### config.mk
export PLATFORM = sky130hd
export DESIGN_NAME = ata_pio_engine
export DESIGN_NICKNAME = d
export VERILOG_FILES = /design/src/rtl/ata_pio_pkg.sv /design/src/rtl/ata_pio_ctrl.sv /design/src/rtl/ata_pio_datapath.sv /design/src/rtl/ata_pio_engine.sv
export SDC_FILE = /design/constraint.sdc
export NUM_CORES = 1
export LEC_CHECK = 0
export ABC_CLOCK_PERIOD_IN_PS = 3700
export CORE_MARGIN = 4
export CORE_UTILIZATION = 50
export DETAILED_ROUTE_END_ITERATION = 8
export DONT_BUFFER_PORTS = 1
export PLACE_DENSITY = 0.65
export SKIP_CTS_REPAIR_TIMING = 1
export SYNTH_ARGS = -nofsm -noshare
export SYNTH_HDL_FRONTEND = slang
export SYNTH_HIERARCHICAL = 1
export SYNTH_SLANG_ARGS = --single-unit
### constraint.sdc
create_clock -name clk -period 3.7 [get_ports clk]
set_input_delay 0.555 -clock clk [delete_from_list [all_inputs] [get_ports clk]]
set_output_delay 0.555 -clock clk [all_outputs]
set_load 0.01 [all_outputs]
### src/rtl/ata_pio_pkg.sv
package ata_pio_pkg;
  typedef enum logic [1:0] {PH_IDLE, PH_SETUP, PH_STROBE, PH_RECOV} pioPhaseT;

  typedef struct packed {
    logic launch;
    logic capture;
    logic done;
  } pioStrobeT;

  localparam int REG_AW = 6;
  localparam logic [REG_AW-1:0] OFF_CTRL  = 6'h00;
  localparam logic [REG_AW-1:0] OFF_CFG   = 6'h04;
  localparam logic [REG_AW-1:0] OFF_TIME  = 6'h08;
  localparam logic [REG_AW-1:0] OFF_STAT  = 6'h0C;
  localparam logic [REG_AW-1:0] OFF_IRQ   = 6'h10;
  localparam logic [REG_AW-1:0] OFF_MASK  = 6'h14;
  localparam logic [REG_AW-1:0] OFF_RDATA = 6'h18;
endpackage

### src/rtl/ata_pio_ctrl.sv
module ata_pio_ctrl
  import ata_pio_pkg::*;
#(
  parameter int SETUP_W = 4,
  parameter int PULSE_W = 8,
  parameter int RECOV_W = 8
) (
  input  logic               clk,
  input  logic               rstN,
  input  logic               enable,
  input  logic               pendValid,
  input  logic               iordyEn,
  input  logic               iordy,
  input  logic [SETUP_W-1:0] setupLen,
  input  logic [PULSE_W-1:0] pulseLen,
  input  logic [RECOV_W-1:0] recovLen,
  output pioPhaseT           phase,
  output pioStrobeT          strb
);
  localparam int MAX_SP = (SETUP_W > PULSE_W) ? SETUP_W : PULSE_W;
  localparam int CNT_W  = (MAX_SP > RECOV_W) ? MAX_SP : RECOV_W;

  logic [CNT_W-1:0] cnt;

  function automatic logic [CNT_W-1:0] lenToCnt(input logic [CNT_W-1:0] v);
    return (v == '0) ? '0 : v - 1'b1;
  endfunction

  always_comb begin
    strb.launch  = (phase == PH_IDLE) && enable && pendValid;
    strb.capture = (phase == PH_STROBE) && (cnt == '0) && (!iordyEn || iordy);
    strb.done    = (phase == PH_RECOV) && (cnt == '0);
  end

  always_ff @(posedge clk or negedge rstN) begin
    if (!rstN) begin
      phase <= PH_IDLE;
      cnt   <= '0;
    end else begin
      unique case (phase)
        PH_IDLE: if (strb.launch) begin
          phase <= PH_SETUP;
          cnt   <= lenToCnt(CNT_W'(setupLen));
        end
        PH_SETUP: if (cnt == '0) begin
          phase <= PH_STROBE;
          cnt   <= lenToCnt(CNT_W'(pulseLen));
        end else cnt <= cnt - 1'b1;
        PH_STROBE: if (strb.capture) begin
          phase <= PH_RECOV;
          cnt   <= lenToCnt(CNT_W'(recovLen));
        end else if (cnt != '0) cnt <= cnt - 1'b1;
        PH_RECOV: if (cnt == '0) phase <= PH_IDLE;
                  else cnt <= cnt - 1'b1;
        default: phase <= PH_IDLE;
      endcase
    end
  end

  // strobe is entered only from setup, recovery only from strobe
  assert_order_strobe_R1: assert property (@(posedge clk) disable iff (!rstN)
    (phase == PH_STROBE) |-> ($past(phase) == PH_SETUP || $past(phase) == PH_STROBE));
  assert_order_recov_R1: assert property (@(posedge clk) disable iff (!rstN)
    (phase == PH_RECOV) |-> ($past(phase) == PH_STROBE || $past(phase) == PH_RECOV));
  // with the IORDY enable clear, an expired strobe count always ends the strobe
  assert_iordy_ignored_R3: assert property (@(posedge clk) disable iff (!rstN)
    (phase == PH_STROBE && cnt == '0 && !iordyEn) |=> (phase == PH_RECOV));
  // no cycle leaves idle while disabled
  assert_enable_gate_R7: assert property (@(posedge clk) disable iff (!rstN)
    (phase == PH_IDLE && !enable) |=> (phase == PH_IDLE));
endmodule

### src/rtl/ata_pio_datapath.sv
module ata_pio_datapath
  import ata_pio_pkg::*;
#(
  parameter int SETUP_W = 4,
  parameter int PULSE_W = 8,
  parameter int RECOV_W = 8,
  parameter int IRQ_W   = 5
) (
  input  logic               clk,
  input  logic               rstN,
  input  logic               regWrEn,
  input  logic               regRdEn,
  input  logic [REG_AW-1:0]  regAddr,
  input  logic [31:0]        regWrData,
  output logic [31:0]        regRdData,
  input  logic [IRQ_W-1:0]   evtIn,
  output logic               irqOut,
  input  pioPhaseT           phase,
  input  pioStrobeT          strb,
  output logic               enable,
  output logic               pendValid,
  output logic               iordyEn,
  output logic [SETUP_W-1:0] setupLen,
  output logic [PULSE_W-1:0] pulseLen,
  output logic [RECOV_W-1:0] recovLen,
  input  logic [15:0]        ataDataIn,
  output logic [15:0]        ataDataOut,
  output logic               ataDataOe,
  output logic [2:0]         ataAddr,
  output logic               ataCsN,
  output logic               ataRdN,
  output logic               ataWrN
);
  localparam int TIME_W = SETUP_W + PULSE_W + RECOV_W;

  logic              cfgSwap;
  logic [TIME_W-1:0] timeWord;
  logic [IRQ_W-1:0]  irqStat, irqMask;
  logic [15:0]       rdData;
  logic              pendWrite, curWrite;
  logic [2:0]        pendIdx, curIdx;
  logic [15:0]       pendData, curData;
  logic              tfHit, accept, irqClr;

  function automatic logic [15:0] laneMap(input logic [2:0] idx, input logic swap,
                                          input logic [15:0] d);
    if (idx != 3'd0) return {8'h00, d[7:0]};
    return swap ? {d[7:0], d[15:8]} : d;
  endfunction

  assign tfHit    = regAddr[5];
  assign accept   = (regWrEn || regRdEn) && tfHit && (!pendValid || strb.launch);
  assign irqClr   = regWrEn && (regAddr == OFF_IRQ);
  assign setupLen = timeWord[SETUP_W-1:0];
  assign pulseLen = timeWord[SETUP_W +: PULSE_W];
  assign recovLen = timeWord[SETUP_W+PULSE_W +: RECOV_W];

  always_ff @(posedge clk or negedge rstN) begin
    if (!rstN) begin
      enable <= 1'b0; iordyEn <= 1'b0; cfgSwap <= 1'b0;
      timeWord <= '0; irqMask <= '0; rdData <= '0;
    end else begin
      if (regWrEn && regAddr == OFF_CTRL) enable <= regWrData[0];
      if (regWrEn && regAddr == OFF_CFG) begin
        iordyEn <= regWrData[0];
        cfgSwap <= regWrData[1];
      end
      if (regWrEn && regAddr == OFF_TIME) timeWord <= regWrData[TIME_W-1:0];
      if (regWrEn && regAddr == OFF_MASK) irqMask <= regWrData[IRQ_W-1:0];
      if (strb.capture && !curWrite) rdData <= laneMap(curIdx, cfgSwap, ataDataIn);
    end
  end

  always_ff @(posedge clk or negedge rstN) begin
    if (!rstN) begin
      pendValid <= 1'b0; pendWrite <= 1'b0; pendIdx <= '0; pendData <= '0;
      curWrite <= 1'b0; curIdx <= '0; curData <= '0;
    end else begin
      if (accept) begin
        pendValid <= 1'b1;
        pendWrite <= regWrEn;
        pendIdx   <= regAddr[4:2];
        pendData  <= regWrData[15:0];
      end else if (strb.launch) begin
        pendValid <= 1'b0;
      end
      if (strb.launch) begin
        curWrite <= pendWrite;
        curIdx   <= pendIdx;
        curData  <= pendData;
      end
    end
  end

  for (genvar b = 0; b < IRQ_W; b++) begin : g_irq
    logic bitQ, setB;
    assign setB = evtIn[b] | ((b == 0) ? strb.done : 1'b0);
    always_ff @(posedge clk or negedge rstN) begin
      if (!rstN) bitQ <= 1'b0;
      else if (setB) bitQ <= 1'b1;
      else if (irqClr && regWrData[b]) bitQ <= 1'b0;
    end
    assign irqStat[b] = bitQ;
  end

  assign irqOut = |(irqStat & irqMask);

  always_comb begin
    unique case (regAddr)
      OFF_CTRL:  regRdData = {31'd0, enable};
      OFF_CFG:   regRdData = {30'd0, cfgSwap, iordyEn};
      OFF_TIME:  regRdData = 32'(timeWord);
      OFF_STAT:  regRdData = {2'b00, pendValid, (phase != PH_IDLE), 28'd0};
      OFF_IRQ:   regRdData = 32'(irqStat);
      OFF_MASK:  regRdData = 32'(irqMask);
      OFF_RDATA: regRdData = {16'd0, rdData};
      default:   regRdData = 32'd0;
    endcase
  end

  assign ataCsN     = (phase == PH_IDLE);
  assign ataRdN     = !(phase == PH_STROBE && !curWrite);
  assign ataWrN     = !(phase == PH_STROBE && curWrite);
  assign ataDataOe  = (phase != PH_IDLE) && curWrite;
  assign ataAddr    = curIdx;
  assign ataDataOut = laneMap(curIdx, cfgSwap, curData);

  logic unusedBits;
  assign unusedBits = ^{regWrData[31:TIME_W], regAddr[1:0]};

  // the two strobes are never active together
  assert_one_strobe_R10: assert property (@(posedge clk) disable iff (!rstN)
    !(!ataRdN && !ataWrN));
  // the address holds through the whole bus cycle
  assert_addr_hold_R10: assert property (@(posedge clk) disable iff (!rstN)
    (phase != PH_IDLE && $past(phase) != PH_IDLE) |-> $stable(ataAddr));
  // a pending access survives while disabled
  assert_pend_kept_R7: assert property (@(posedge clk) disable iff (!rstN)
    (pendValid && !enable) |=> pendValid);
  // write-one clears interrupt bit 0 when no set source is present
  assert_irq_w1c_R9: assert property (@(posedge clk) disable iff (!rstN)
    (irqClr && regWrData[0] && !evtIn[0] && !strb.done) |=> !irqStat[0]);
endmodule

### src/rtl/ata_pio_engine.sv
module ata_pio_engine
  import ata_pio_pkg::*;
#(
  parameter int SETUP_W = 4,
  parameter int PULSE_W = 8,
  parameter int RECOV_W = 8,
  parameter int IRQ_W   = 5
) (
  input  logic              clk,
  input  logic              rstN,
  input  logic              regWrEn,
  input  logic              regRdEn,
  input  logic [REG_AW-1:0] regAddr,
  input  logic [31:0]       regWrData,
  output logic [31:0]       regRdData,
  input  logic [IRQ_W-1:0]  evtIn,
  output logic              irqOut,
  output logic              ataCsN,
  output logic [2:0]        ataAddr,
  output logic              ataRdN,
  output logic              ataWrN,
  input  logic              ataIordy,
  input  logic [15:0]       ataDataIn,
  output logic [15:0]       ataDataOut,
  output logic              ataDataOe
);
  pioPhaseT           phase;
  pioStrobeT          strb;
  logic               enable, pendValid, iordyEn;
  logic [SETUP_W-1:0] setupLen;
  logic [PULSE_W-1:0] pulseLen;
  logic [RECOV_W-1:0] recovLen;

  ata_pio_ctrl #(.SETUP_W(SETUP_W), .PULSE_W(PULSE_W), .RECOV_W(RECOV_W)) u_ctrl (
    .clk(clk), .rstN(rstN), .enable(enable), .pendValid(pendValid),
    .iordyEn(iordyEn), .iordy(ataIordy), .setupLen(setupLen),
    .pulseLen(pulseLen), .recovLen(recovLen), .phase(phase), .strb(strb)
  );

  ata_pio_datapath #(.SETUP_W(SETUP_W), .PULSE_W(PULSE_W), .RECOV_W(RECOV_W),
                     .IRQ_W(IRQ_W)) u_dp (
    .clk(clk), .rstN(rstN), .regWrEn(regWrEn), .regRdEn(regRdEn),
    .regAddr(regAddr), .regWrData(regWrData), .regRdData(regRdData),
    .evtIn(evtIn), .irqOut(irqOut), .phase(phase), .strb(strb),
    .enable(enable), .pendValid(pendValid), .iordyEn(iordyEn),
    .setupLen(setupLen), .pulseLen(pulseLen), .recovLen(recovLen),
    .ataDataIn(ataDataIn), .ataDataOut(ataDataOut), .ataDataOe(ataDataOe),
    .ataAddr(ataAddr), .ataCsN(ataCsN), .ataRdN(ataRdN), .ataWrN(ataWrN)
  );
endmodule

Word-level counts from Yosys, hierarchy flattened
Cells that the tools add are included.
Word-level totals
  register bits: 100
  bits in latches: 0
  memory bits (writable): 0
  memory bits (read-only): 0
  bits of input ports: 64
  output and inout bits: 56
  logic and storage cells: 123
  memories kept: 0
Cells by class
  add/sub/neg operators: 4
  multiply operators: 0
  div/mod/pow operators: 0
  order comparisons: 0
  eq/ne operators: 15
  shift operators: 0
  muxes and demuxes: 35
  bitwise logic cells: 2
  reduce and logical (&&, ||, !) cells: 47
Operator list (number)
  $pmux 30 s7: 1
  $mux 16: 6
  $mux 8: 8
  $pmux 8 s4: 1
  $logic_not 8->1: 3
  $sub 8x1->8 const B: 3
  $logic_and 1x1->1: 21
  $eq 6x5->1 const B: 3
  $mux 1: 14
  $reduce_bool 2->1: 7
  $eq 6x4->1 const B: 2
  $mux 2: 4
  $pmux 2 s4: 1
  $reduce_bool 8->1: 1
  $eq 6x3->1 const B: 1
  $logic_not 6->1: 1
  $ne 2x1->1 const B: 3
  $and 5x5->5: 1
  $logic_not 1->1: 5
  $reduce_or 5->1: 1
  $sub 4x1->5 const B: 1
  $eq 2x2->1 const B: 2
  $logic_not 4->1: 1
  $ne 2x2->1 const B: 2
  8 further kinds: 10

Depth between registers and ports, before layout
Gate-level depths: netlist of the first run.
  word-level depth: 6
  gate-level depth with buffers: 9
  depth with buffers taken out: 8

Modules after synthesis
The synthesis of the first run kept the hierarchy.
By module, submodules not included
  ata_pio_datapath: instances 1, cells each 352, area an instance 4324.1 um^2, sequential area each 2252.2 um^2
  ata_pio_ctrl: instances 1, cells each 152, area an instance 1229.9 um^2, sequential area each 250.2 um^2

Worst setup path before layout of the first run
No wires, ideal clock.
  path kind: register to register
  from: reg u_dp.timeWord[8]
  to: reg u_ctrl.cnt[1]
  library setup time: 0.128 ns
  data arrival time: 2.152 ns
  required time: 3.572 ns
  slack: 1.420 ns
  cell stages (with the launch flop): 7
  buffers on the path: 1
  period minus slack after synthesis: 2.280 ns
  cell sequence: dfrtp_1 > or4_4 > or4b_4 > and3_4 > buf_6 > a2111oi_4 > o21ai_1
On the way
  longest elaborated chain between the ends: 4
Ends and longest elaborated chain
  start: declaration: RTL line ata_pio_datapath.sv:37  | logic [TIME_W-1:0] timeWord;
  start signal: assignment: RTL line ata_pio_datapath.sv:68  | if (regWrEn && regAddr == OFF_TIME) timeWord <= regWrData[TIME_W-1:0];
  $logic_not 8->1: RTL line ata_pio_ctrl.sv:26  | return (v == '0) ? '0 : v - 1'b1;
  $mux 8: RTL line ata_pio_ctrl.sv:26
  $mux 8: RTL line ata_pio_ctrl.sv:45  | PH_SETUP: if (cnt == '0) begin
  $pmux 8 s4: RTL line ata_pio_ctrl.sv:40  | unique case (phase)
  end signal: assignment: RTL line ata_pio_ctrl.sv:43  | cnt <= lenToCnt(CNT_W'(setupLen));
  end signal: assignment: RTL line ata_pio_ctrl.sv:47  | cnt <= lenToCnt(CNT_W'(pulseLen));
  end signal: assignment: RTL line ata_pio_ctrl.sv:48  | end else cnt <= cnt - 1'b1;
  end: declaration: RTL line ata_pio_ctrl.sv:23  | logic [CNT_W-1:0] cnt;
No other way between the ends.
A chain may end at the register's enable or synchronous reset.

Worst setup path in the final report of the first run
  from: reg u_dp.curIdx[1], in the netlist u_dp/ataAddr[1]
  to: out ataDataOut[4]
On the way
  longest elaborated chain between the ends: 3
Ends and longest elaborated chain
  start: declaration: RTL line ata_pio_datapath.sv:41  | logic [2:0] pendIdx, curIdx;
  start signal: assignment: RTL line ata_pio_datapath.sv:89  | curIdx <= pendIdx;
  $reduce_bool 3->1: RTL line ata_pio_datapath.sv:47  | if (idx != 3'd0) return {8'h00, d[7:0]};
  $mux 1: RTL line ata_pio_datapath.sv:47
  $mux 16: RTL line ata_pio_datapath.sv:48  | return swap ? {d[7:0], d[15:8]} : d;
  end: declaration: RTL line ata_pio_engine.sv:24  | output logic [15:0] ataDataOut,
No other way between the ends.

==> results of run 1 <==
==> synth_stat cells, drive strengths merged (8+ instances only) <==
master	n	share of area [%]
nand2	32	2.2
dfrtp	100	45
nand3	16	1.4
a22o	11	1.7
ha	11	2.5
nor2	28	1.9
mux2	80	16
mux2i	25	4.5
buf	28	3.2
inv	22	1.5
and3	8	0.99
o31ai	12	1.6
o21ai	24	2.2
==> worst reg2reg max path: cells and delay by family, from the launching register on <==
kind | cells | cell delay (ns)
AO/OA/AOI/OAI | 3 | 0.69
AND/OR/NAND/NOR | 2 | 1.30
flip-flops | 1 | 0.44
==> cell type report <==
type                            count  area share (%)
Clock buffer                        9            2.09
Clock inverter                      7            2.45
Inverter                           22            1.39
Multi-Input combinational cell    357            47.3
Sequential cell                   100            42.2
Tap cell                          140            2.95
Timing Repair Buffer               10            1.60
==> cells in the final DEF, fill, tap and decap left out, types with 3 or more instances in the layout <==
| master | instances |
|---|---|
| xor2_1 | 6 |
| xnor2_1 | 5 |
| a221oi_1 | 5 |
| o2111ai_1 | 3 |
| nand2_1 | 32 |
| mux2_2 | 78 |
| or3_1 | 6 |
| conb_1 | 10 |
| nand3_1 | 16 |
| nand4_1 | 4 |
| mux2i_1 | 25 |
| nor3b_1 | 3 |
| buf_4 | 9 |
| a22o_1 | 11 |
| or4_1 | 5 |
| inv_1 | 22 |
| clkbuf_8 | 9 |
| a211oi_1 | 5 |
| ha_1 | 11 |
| o21ai_0 | 10 |
| and3_1 | 7 |
| o21ai_1 | 14 |
| a31oi_1 | 7 |
| a21oi_1 | 4 |
| nor2_1 | 28 |
| nor4_1 | 4 |
| nor3_1 | 6 |
| o31ai_1 | 12 |
| dfrtp_1 | 100 |
| bufinv_16 | 4 |
| nand3b_1 | 5 |
==> report_power, final <==
part / total (mW) / switching, mW / internal (mW) / leakage [nW]
registers: 1.79 / 0.323 / 1.47 / 1.27
clock network: 0.915 / 0.393 / 0.522 / 0.130
logic: 1.62 / 0.875 / 0.742 / 1.24
total: 4.32 / 1.59 / 2.73 / 2.64
==> sequential cells by signal, summed over array words and instances (netlist names) <==
name / cells
u_ctrl/cnt: 8
u_ctrl/phase: 2
u_dp/ataAddr: 3
u_dp/cfgSwap: 1
u_dp/curData: 16
u_dp/curWrite: 1
u_dp/enable: 1
u_dp/g_irq.bitQ: 5
u_dp/iordyEn: 1
u_dp/irqMask: 5
u_dp/pendData: 16
u_dp/pendIdx: 3
u_dp/pendValid: 1
u_dp/pendWrite: 1
u_dp/rdData: 16
u_dp/timeWord: 20
==> cells by family after synthesis <==
group / Yosys count / share of synthesized area [%]
AND/OR/NAND/NOR: 138 / 14.2
other: 1 / 0.0675
XOR/XNOR: 11 / 1.73
buffers and inverters: 56 / 5.09
flip-flops: 100 / 45.1
AO/OA/AOI/OAI: 82 / 10.6
multiplexers: 105 / 20.7
adder cells (fa/ha/maj): 11 / 2.48
==> per-layer routing <==
metal	GRT usage [%]	wire length [um]	vias up
li1	-	-	1814
met1	29.8	6100	1976
met2	37.0	6800	122
met3	6.15	856	14
met4	4.89	142	2
met5	0	13	-
==> stage by stage <==
step	power (mW)	cell area, um^2	hold WS, ns	setup slack [ns]	std cells
detailed placement	3.40	5630	0.262	1.23	628
finish	4.32	5930	0.0595	1.06	645
CTS	4.33	5900	-0.153	1.00	644
global placement	3.33	5630	0.263	1.30	628
floorplan	3.00	5590	0.259	1.42	513
global route	4.63	5930	0.128	0.906	645
==> worst max-delay path by stage <==
| stage | endpoint | slack (ns) | cells after the start |
|---|---|---|---|
| after floorplan | u_ctrl/cnt[1] | 1.42 | 6 |
| after global placement | u_ctrl/cnt[3] | 1.30 | 5 |
| after detailed placement | u_ctrl/cnt[3] | 1.23 | 5 |
| after CTS | ataDataOut[4] | 1.00 | 2 |
| after global routing | u_ctrl/cnt[3] | 0.91 | 5 |
| final | ataDataOut[4] | 1.06 | 2 |
==> results.sh, run 1 <==
export IMPL_yosysWarnings=6
export IMPL_avgRoutedWirePerCell_um=21.6
export IMPL_drt_iter0_drc=309
export IMPL_maxCapViolCount=0
export IMPL_fin_setup_tns_ns=0
export IMPL_cp_slowest_cell="nor4b_4"
export IMPL_netlist_area_um2=5550
export IMPL_syn_inst=504
export IMPL_die_w_um=113
export IMPL_ys_seq_elements=100
export IMPL_wirelength_mm=13.9
export IMPL_critPathCaptureType="output pin"
export IMPL_seq_area_um2=2500
export IMPL_final_core_util_pct=54.7
export IMPL_period_minus_slack_ns=2.64
export IMPL_root_buffer="clkbuf_8"
export IMPL_finalNetCount=575
export IMPL_synth_seq_area_share_pct=45.1
export IMPL_avgViaCountPerCell=6.09
export IMPL_reg2reg_depth=5
export IMPL_fp_row_count=38
export IMPL_area_growth_pct=6.78
export IMPL_antenna_found_initial=1
export IMPL_setup_viol=0
export IMPL_cp_top_family="simple AND/OR/NAND/NOR gates"
export IMPL_cp_max_fo=10
export IMPL_fin_crit_sh_pct=71.4
export IMPL_yosysUniqueCellTypes=59
export IMPL_rsz0062_at_grt="no"
export IMPL_cp_num_buf_inv=0
export IMPL_dp_hpwl_mm=10.3
export IMPL_crit_required_ns=3.14
export IMPL_critPathLaunchType="register"
export IMPL_cts_path_max_buffers=2
export IMPL_timing_reg2reg_setup_slack_ns=1.16
export IMPL_clock_fmax_mhz=379
export IMPL_grtUsageTotal_pct=22.4
export IMPL_grt_max_degree=101
export IMPL_skew_ns=0.00981
export IMPL_cts_tree="done"
export IMPL_cp_cell_sequence="nor4b_4 > mux2_2"
export IMPL_place_congestion=0.940
export IMPL_cts_sinks=100
export IMPL_max_stage_delay_ns=0.79
export IMPL_start_util_pct=51.2
export IMPL_grt_pass1_wl_mm=22.3
export IMPL_postRouteAntennaNets=0
export IMPL_async_flop_share_pct=100
export IMPL_cts_made_buffers=9
export IMPL_vias=3928
export IMPL_grt_overflow=0
export IMPL_ir_drop_mv=0.680
export IMPL_port_buffers=0
export IMPL_finalHoldViolCount=0
export IMPL_diodes=0
export IMPL_firstDrtPassIters=5
export IMPL_core_um2=10800
export IMPL_syn_area_per_cell_um2=11.0
export IMPL_critical_path_class="register to output pin"
export IMPL_leakage_nw=2.64
export IMPL_crit_start="u_dp/ataAddr[1]"
export IMPL_die_area_um2=12900
export IMPL_tightest_slew_ns=0.863
export IMPL_synth_ff_type="dfrtp_1"
export IMPL_slew_headroom_pct=42.2
export IMPL_clkTransAtPathRegs_ns=0.10
export IMPL_grt_pass1_vias=3994
export IMPL_r2r_start="u_dp/timeWord[16]"
export IMPL_dieHeight_um=113
export IMPL_h_tree_depth=3
export IMPL_io_pins=120
export IMPL_hp_class="input port to asynchronous set/reset pin"
export IMPL_synth_edf_count=0
export IMPL_worst_ep_arrival_time_ns=2.09
export IMPL_run_status="finished clean"
export IMPL_regToRegEndpoint="u_ctrl/cnt[3]"
export IMPL_power_per_cell_area_nw_per_um2=729
export IMPL_multi_input_area_um2=2810
export IMPL_insertion_delay_ns=0.37
export IMPL_drc=0
export IMPL_final_layout_size_suffix_gt1_share_pct=23.6
export IMPL_slew_viol_final=0
export IMPL_n_fill_cell=967
Power figures use the tool's default switching activity.
==> inputs of run 2 (changes only) <==
ABC_CLOCK_PERIOD_IN_PS = 2800   (was 3700)
clock period = 2.8 ns   (was 3.7 ns; I/O delays follow)
==> results.sh, run 2 (synthesized netlist as in run 1, its figures left out) <==
export IMPL_run_status="finished clean"
export IMPL_slew_viol_final=0
export IMPL_port_buffers=0
export IMPL_design_area_um2=5870
export IMPL_power_per_cell_area_nw_per_um2=913
export IMPL_final_common_cell="dfrtp_1"
export IMPL_p_sw_mw=2.10
export IMPL_cts_made_buffers=9
export IMPL_critPathLaunchType="register"
export IMPL_fp_row_count=38
export IMPL_avgRoutedWirePerCell_um=21.5
export IMPL_cts_sinks=100
export IMPL_critPathCapture="ataDataOut[4]"
export IMPL_die_area_um2=12900
export IMPL_swShare_pct=39.1
export IMPL_core_um2=10800
export IMPL_r2r_start="u_ctrl/cnt[4]"
export IMPL_maxCapViolCount=0
export IMPL_finalHoldViolCount=0
export IMPL_largest_reg_flops=20
export IMPL_leakage_nw=2.61
export IMPL_place_congestion=0.954
export IMPL_h_tree_depth=3
export IMPL_start_util_pct=51.2
export IMPL_cts_tree="done"
export IMPL_clock_fmax_mhz=394
export IMPL_crit_start="u_dp/ataAddr[1]"
export IMPL_reg2reg_depth=5
export IMPL_cts_path_max_buffers=2
export IMPL_holdWs_ns=0.130
export IMPL_cp_cell_sequence="nor4b_4 > mux2_2"
export IMPL_critical_path_class="register to output pin"
export IMPL_regToRegEndpoint="u_ctrl/cnt[1]"
export IMPL_period_minus_slack_ns=2.54
export IMPL_postRouteAntennaNets=0
export IMPL_dp_hpwl_mm=10.4
export IMPL_grt_pass1_vias=3959
export IMPL_fin_setup_tns_ns=0
export IMPL_drc=0
export IMPL_firstDrtPassIters=5
export IMPL_final_layout_size_suffix_gt1_share_pct=23.8
export IMPL_slew_headroom_pct=43.4
export IMPL_p_comb_share_pct=39.9
export IMPL_timing_reg2reg_setup_slack_ns=0.40
export IMPL_grt_overflow=0
export IMPL_crit_required_ns=2.38
export IMPL_max_stage_delay_ns=0.81
export IMPL_dieHeight_um=113
export IMPL_io_pins=120
export IMPL_root_buffer="clkbuf_8"
export IMPL_antenna_found_initial=1
export IMPL_critPathCaptureType="output pin"
export IMPL_fin_crit_sh_pct=90.7
export IMPL_insertion_delay_ns=0.37
export IMPL_intPower_mw=3.26
export IMPL_area_growth_pct=5.70
export IMPL_vias=3957
export IMPL_avgViaCountPerCell=6.10
export IMPL_placed_area_um2=5660
export IMPL_die_w_um=113
export IMPL_clkPwrFrac_pct=15.9
export IMPL_clkTransAtPathRegs_ns=0.09
export IMPL_grt_max_degree=101
export IMPL_layout_cells_non_filler=649
export IMPL_p_seq_share_pct=44.2
export IMPL_skew_ns=0.00901
export IMPL_worst_ep_arrival_time_ns=2.12
export IMPL_rsz0062_at_grt="no"
export IMPL_layout_setup_ws_ns=0.261
export IMPL_hp_class="input port to register"
export IMPL_dpl_cell_count=631
export IMPL_finalNetCount=579
export IMPL_cp_max_fo=10
export IMPL_wirelength_mm=13.9
export IMPL_grt_pass1_wl_mm=22.0
export IMPL_power_total_mw=5.36
export IMPL_top_register="u_dp/timeWord"
export IMPL_final_core_util_pct=54.2
export IMPL_final_cell_mix="100 x dfrtp_1, 78 x mux2_2, 32 x nand2_1"
export IMPL_grtUsageTotal_pct=22.3
export IMPL_dpl_worst_slack_ns=0.478
export IMPL_ir_drop_mv=0.661
export IMPL_tightest_slew_ns=0.846
export IMPL_cp_slowest_cell="nor4b_4"
export IMPL_drt_iter0_drc=317
export IMPL_setup_viol=0
export IMPL_diodes=0
==> run 2: changes by cell type in the layout (fill, tap and decap cells not counted) <==
cell,delta
buf_4,+3
bufinv_16,-4
clkinv_4,+2
clkbuf_1,+1
dlygate4sd3_1,+1
clkinvlp_4,+2
inv_6,-1
==> run 2: per-layer routing <==
metal	global-route usage (%)	part of all wire (%)
met5	0	0.093
met3	4.56	5.3
met2	36.3	49
met1	30.0	44
met4	7.45	1.8
==> run 2: worst min-delay path by stage <==
stage / start / end / slack (ns) / cells after the start
floorplan: rstN / u_ctrl/cnt[0] / 0.12 / 0
global placement: rstN / u_dp/rdData[14] / 0.13 / 0
detailed placement: rstN / u_dp/rdData[14] / 0.13 / 0
CTS: rstN / u_dp/rdData[14] / -0.29 / 0
global route: regWrData[4] / u_dp/g_irq[4].bitQ / 0.12 / 1
finish: regWrData[4] / u_dp/g_irq[4].bitQ / 0.13 / 1
==> run 2: power by group through the flow <==
stage                     clock (mW)  combinational, mW  sequential (mW)
after global placement             0               2.05             2.36
final                          0.850               2.14             2.37
after CTS                      0.874               2.12             2.37
after floorplan                    0               1.72             2.24
after detailed placement           0               2.11             2.39
after global routing           0.943               2.36             2.44
==> run 2: critical path, delay by kind of cell (launching register included) <==
family | cells | cell delay (ns)
mux | 1 | 0.46
flops | 1 | 0.48
simple gates | 1 | 0.81
==> run 2: layout make-up <==
| cell class | instances | area [um^2] |
|---|---|---|
| tap | 140 | 175 |
| timing repair buffer | 14 | 128 |
| clock buffer | 10 | 128 |
| multi-input combinational | 357 | 2810 |
| fill | 971 | 4970 |
| inverter | 22 | 82.6 |
| clock inverter | 6 | 48.8 |
| sequential | 100 | 2500 |
